$ cat src/rtl/baud_pkg.sv
package baud_pkg;
  typedef enum logic {SRC_INT = 1'b0, SRC_EXT = 1'b1} src_e;
  typedef enum logic {MODE_ASYNC = 1'b0, MODE_SYNC = 1'b1} mode_e;
endpackage

$ cat src/rtl/bg_src_gate.sv
// Source enable: constant in internal mode, rising-edge pulse of synchronised pin otherwise.
module bg_src_gate
  import baud_pkg::*;
#(
  parameter int SYNC_STAGES = 2
) (
  input  logic clk,
  input  logic rst_n,
  input  src_e src_sel,
  input  logic pin_in,
  output logic src_en
);
  localparam int CHAIN_W = SYNC_STAGES + 1;

  logic [CHAIN_W-1:0] chain_q;

  genvar g;
  generate
    for (g = 0; g < CHAIN_W; g++) begin : g_stage
      if (g == 0) begin : g_first
        always_ff @(posedge clk or negedge rst_n)
          if (!rst_n) chain_q[0] <= 1'b0;
          else        chain_q[0] <= pin_in;
      end else begin : g_next
        always_ff @(posedge clk or negedge rst_n)
          if (!rst_n) chain_q[g] <= 1'b0;
          else        chain_q[g] <= chain_q[g-1];
      end
    end
  endgenerate

  logic rise;
  assign rise   = chain_q[SYNC_STAGES-1] & ~chain_q[SYNC_STAGES];
  assign src_en = (src_sel == SRC_EXT) ? rise : 1'b1;
endmodule

$ cat src/rtl/bg_divider.sv
// Reloading down-counter; raw_tick marks the enabled event that finds the count at zero.
module bg_divider #(
  parameter int DIV_W = 15
) (
  input  logic             clk,
  input  logic             rst_n,
  input  logic             load,
  input  logic [DIV_W-1:0] load_val,
  input  logic             src_en,
  output logic             raw_tick
);
  logic [DIV_W-1:0] div_q;
  logic [DIV_W-1:0] cnt_q;
  logic             at_zero;

  assign at_zero  = (cnt_q == '0);
  assign raw_tick = src_en && at_zero && !load;

  always_ff @(posedge clk or negedge rst_n) begin
    if (!rst_n) begin
      div_q <= '0;
      cnt_q <= '0;
    end else if (load) begin
      div_q <= load_val;
      cnt_q <= load_val;
    end else if (src_en) begin
      cnt_q <= at_zero ? div_q : cnt_q - 1'b1;
    end
  end
endmodule

$ cat src/rtl/bg_oversample.sv
// Output stage: passes every raw tick (8x) or one in OVS (1x), registered.
module bg_oversample
  import baud_pkg::*;
#(
  parameter int OVS = 8
) (
  input  logic  clk,
  input  logic  rst_n,
  input  logic  clear,
  input  mode_e mode,
  input  logic  raw_tick,
  output logic  tick
);
  localparam int PW = (OVS > 1) ? $clog2(OVS) : 1;
  localparam logic [PW-1:0] LAST = PW'(OVS - 1);

  logic [PW-1:0] ph_q;
  logic          wrap;

  assign wrap = (ph_q == LAST);

  always_ff @(posedge clk or negedge rst_n) begin
    if (!rst_n) begin
      ph_q <= '0;
      tick <= 1'b0;
    end else if (clear) begin
      ph_q <= '0;
      tick <= 1'b0;
    end else if (mode == MODE_SYNC) begin
      if (raw_tick) ph_q <= wrap ? '0 : ph_q + 1'b1;
      tick <= raw_tick && wrap;
    end else begin
      ph_q <= '0;
      tick <= raw_tick;
    end
  end
endmodule

$ cat src/rtl/baud_gen.sv
module baud_gen
  import baud_pkg::*;
#(
  parameter int DIV_W       = 15,
  parameter int OVS         = 8,
  parameter int SYNC_STAGES = 2
) (
  input  logic             clk,
  input  logic             rst_n,
  input  logic             div_wr,
  input  logic [DIV_W-1:0] div_wdata,
  input  logic             src_ext,
  input  logic             mode_sync,
  input  logic             ext_clk,
  output logic             tick
);
  src_e  src_sel;
  mode_e mode;
  logic  src_en;
  logic  raw_tick;

  assign src_sel = src_e'(src_ext);
  assign mode    = mode_e'(mode_sync);

  bg_src_gate #(.SYNC_STAGES(SYNC_STAGES)) u_src (
    .clk(clk), .rst_n(rst_n), .src_sel(src_sel), .pin_in(ext_clk), .src_en(src_en)
  );

  bg_divider #(.DIV_W(DIV_W)) u_div (
    .clk(clk), .rst_n(rst_n), .load(div_wr), .load_val(div_wdata),
    .src_en(src_en), .raw_tick(raw_tick)
  );

  bg_oversample #(.OVS(OVS)) u_ovs (
    .clk(clk), .rst_n(rst_n), .clear(div_wr), .mode(mode),
    .raw_tick(raw_tick), .tick(tick)
  );
endmodule

$ cat config.mk
export PLATFORM = sky130hd
export DESIGN_NAME = baud_gen
export DESIGN_NICKNAME = d
export VERILOG_FILES = /design/src/rtl/baud_pkg.sv /design/src/rtl/bg_src_gate.sv /design/src/rtl/bg_divider.sv /design/src/rtl/bg_oversample.sv /design/src/rtl/baud_gen.sv
export SDC_FILE = /design/constraint.sdc
export NUM_CORES = 1
export LEC_CHECK = 0
export CORE_MARGIN = 2
export CORE_UTILIZATION = 33
export CTS_BUF_LIST = sky130_fd_sc_hd__clkbuf_16
export DETAILED_ROUTE_END_ITERATION = 8
export GPL_TIMING_DRIVEN = 0
export SLEW_MARGIN = 20
export SYNTH_ARGS = -nofsm -noshare
export SYNTH_HDL_FRONTEND = slang
export SYNTH_HIERARCHICAL = 1
export SYNTH_SLANG_ARGS = --single-unit
export TNS_END_PERCENT = 50
$ cat constraint.sdc
create_clock -name clk -period 2.58 [get_ports clk]
set_clock_uncertainty 0.2 [all_clocks]
set_input_delay 0.774 -clock clk [delete_from_list [all_inputs] [get_ports clk]]
set_output_delay 0.774 -clock clk [all_outputs]
set_load 0.05 [all_outputs]
==> metrics.md <==
| Metric | Value |
|---|---|
| CTS root buffer | `clkbuf_16` |
| Rows | `28` |
| Hold Path Sink | `u_src/chain_q[1]` |
| Yosys warnings | `6` |
| Area of the multi-input gates | `1042 um2` |
| Leak Pwr | `1.000 nW` |
| Fillers | `595` |
| Final worst path period share | `0.9374` |
| Port bufs | `21` |
| Most frequent cells in the layout | `dfrtp_1 (37), clkdlybuf4s50_1 (20), nor3_1 (15), nor2_1 (15)` |
| Status | `complete, no violations` |
| Hold_ws | `0.1462 ns` |
| Post-DP Area | `2370 um2` |
| DR vias/cell | `5.409` |
| NetSw | `0.4282 mW` |
| Remaining DRCs | `0` |
| Core area | `5956 um2` |
| H-Tree Depth | `2` |
| Max-slew violation count | `0` |
| Syn nets | `229` |
| Ranking of synthesized cells by area | `dfrtp_1 (45%), mux2_2 (7.7%), a22oi_1 (3.7%), nor3_1 (3.7%), o21ai_0 (3.4%)` |
| Post-synth EDFFs | `0` |
| R2R Path End | `u_div/cnt_q[10]` |
| Die Wd | `82.69 um` |
| Largest net degree at the start of global routing | `22` |
| CP Data Arrival Time | `2.38 ns` |
| Avg Synthesized Cell Area | `10.02 um2` |
| Final nets | `257` |
| Netlist Area Pre-Place | `2043 um2` |
| CTS Buf Count | `5` |
| Number of distinct library cells after synthesis | `46` |
| Final WL | `4.846 mm` |
| Vias | `1,666` |
| CTS max path bufs | `2` |
| P_int | `1.125 mW` |
| Syn-to-layout area delta | `24.00%` |
| Main synth FF type | `dfrtp_1` |
| DIE AREA | `6837 um2` |
| Grt ovf | `0` |
| Global-route wire length before repair | `8.128 mm` |
| CTS tree | `yes` |
| RSZ-0062 raised after global routing | `false` |
| Crit-path slowest cell | `dfrtp_1` |
| First drt pass iteration count | `4` |
| Core Util, Final | `0.4254` |
| Min-Delay Path Class | `reg2reg` |
| Setup TNS | `0 ns` |
| Die H | `82.69 um` |
| Min-delay src | `u_src/chain_q[0]` |
| Worst path cell trace | `inv_1 -> ha_2 -> or3b_1 -> buf_2 -> or4_1 -> a221oi_1 -> o21ai_1` |
| Post-route minimum period | `2.418 ns` |
| Peak supply drop | `0.0003226 V` |
| Ant diodes | `0` |
| Clock share of power | `0.379` |
| Combinational share of power | `0.180` |
| Tot Pwr | `1.553 mW` |
| Worst Path Required | `2.54 ns` |
| Endpoints failing hold | `0` |
| Clock Pin Slew Worst Setup and Hold Paths | `0.06 ns` |
| Crit path launch type | `flop` |
| Reg2Reg Setup Slack | `0.16 ns` |
| Seq/Total Area, Yosys | `0.4532` |
| FF/Latch Area | `925.9 um2` |
| Place WS | `-0.4338 ns` |
| Initial DRC count | `74` |
| Post-synth top area share | `0.4532` |
| Max Clock Freq | `413.5 MHz` |
| Worst path max stage delay | `0.41 ns` |
| Synth async-reset ratio | `1.000` |
| Initial antenna violation count | `0` |
| Post-DP HPWL | `3.369 mm` |
| Detail Route Antenna Nets | `0` |
| DR WL/cell | `15.73 um` |
| Yosys top cell by area | `dfrtp_1` |
| Initial Util | `0.3431` |
| Worst skew pair latency | `0.28 ns` |
| Flops & latches, synth | `37` |
| WP buf/inv | `2` |
| GPL Wtd Cong | `0.7551` |
| Placed cell count | `301` |
| Total GRT Usage | `0.1603` |
| Setup bufs post-CTS | `0` |
| Final worst setup slack | `0.1615 ns` |
| # IOs | `22` |
| Crit. End Element | `flop` |
| Final setup vio count | `0` |
| Crit-path max FO | `7` |
| Hold Path Stages | `0` |
| Sequential power share | `0.441` |
| Reg2Reg Depth | `7` |
| Switching part of the total | `0.2757` |
| CTS Sinks | `37` |
| Commonest non-fill, non-tap cell in the layout | `dfrtp_1` |
| Worst-Margin Slew | `0.6625 ns` |
| PwrDens | `613.0 nW/um2` |
| Cell count after synthesis | `204` |
| Crit path kind | `reg2reg` |
| Rel. slew slack | `0.5584` |
| Fin cells | `308` |
| Crit Reg-Reg Startpoint | `u_div/cnt_q[0]` |
| Vias in the first global route | `1,643` |
| Hold buffers post-CTS | `0` |
| Max cap viols | `0` |
| Share of cells above drive strength 1 | `0.1888` |
| CP delay by family, top | `simple AND/OR/NAND/NOR gates` |
| Design area | `2534 um2` |
[synthesized netlist by cell type (3+ instances only)]
cell type  instances
a21oi_1            6
a22oi_1           10
buf_1              5
buf_2              4
clkbuf_1           4
dfrtp_1           37
ha_1               4
inv_1              6
mux2_2            14
mux2i_1            4
nand2b_1           3
nand4_1            3
nor2_1            17
nor2b_1            3
nor3_1            15
nor3b_1            3
nor4_1             5
o21a_1             4
o21ai_0           14
o31a_1             3
o31ai_1            5
or4_1              6
[what timing repair did]
| item | in CTS | in global routing |
|---|---|---|
| resized for setup | 3 | 6 |
| gates cloned | 0 | 0 |
| setup endpoints to repair | 14 | 12 |
| hold endpoints to repair | 0 | 0 |
[layout make-up]
type / instances / area share
clock buffers: 5 / 0.04938
multi-input cells: 146 / 0.4114
flip-flops and latches: 37 / 0.3654
repair buffers: 22 / 0.09185
well taps: 75 / 0.03704
plain buffers: 14 / 0.02914
clock inverters: 3 / 0.006914
inverters: 6 / 0.008889
[sequential cells by signal, indices dropped and copies added (netlist names)]
name,cells
u_src/chain_q,3
u_div/cnt_q,15
u_ovs/ph_q,3
u_ovs/tick,1
u_div/div_q,15
[how the worst max path moves through the flow]
stage          slack (ns)               to            from  depth (start not counted)
6_report             0.16  u_div/cnt_q[10]  u_div/cnt_q[0]                          7
5_1_grt              0.04  u_div/cnt_q[10]  u_div/cnt_q[0]                          7
4_1_cts              0.05  u_div/div_q[13]          div_wr                          4
3_5_place_dp        -0.43    u_ovs/ph_q[0]         src_ext                          7
3_3_place_gp        -0.43  u_div/div_q[13]          div_wr                          4
2_1_floorplan        0.31  u_div/cnt_q[10]  u_div/cnt_q[0]                          7
[worst reg2reg max path, cell delays in order (launching register included)]
cell      delay, ns
dfrtp_1        0.41
inv_1          0.13
ha_2           0.26
or3b_1         0.35
buf_2          0.17
or4_1          0.39
a221oi_1       0.30
o21ai_1        0.08
[power groups by stage]
stage               Combinational [mW]  Sequential (mW)  Clock [mW]
finish                           0.280            0.685       0.589
global placement                 0.267            0.690           0
detailed placement               0.275            0.693           0
floorplan                        0.185            0.678           0
global route                     0.313            0.692       0.640
CTS                              0.278            0.682       0.610
[layer usage]
layer  GRT usage  vias up  share of wire
li1            -      821              -
met3     0.03478        6          0.042
met4     0.04918        0          0.013
met5           0        -              0
met1      0.2163      808           0.49
met2      0.2573       31           0.45
[cells by family after synthesis]
kind of cell	share of synthesized area
AO/OA/AOI/OAI	0.1843
XOR/XNOR	0.008575
adder cells (fa/ha/maj)	0.02450
buffers and inverters	0.04654
flip-flops	0.4532
multiplexers	0.09675
AND/OR/NAND/NOR	0.1862
(Power assumes the default switching activity.)
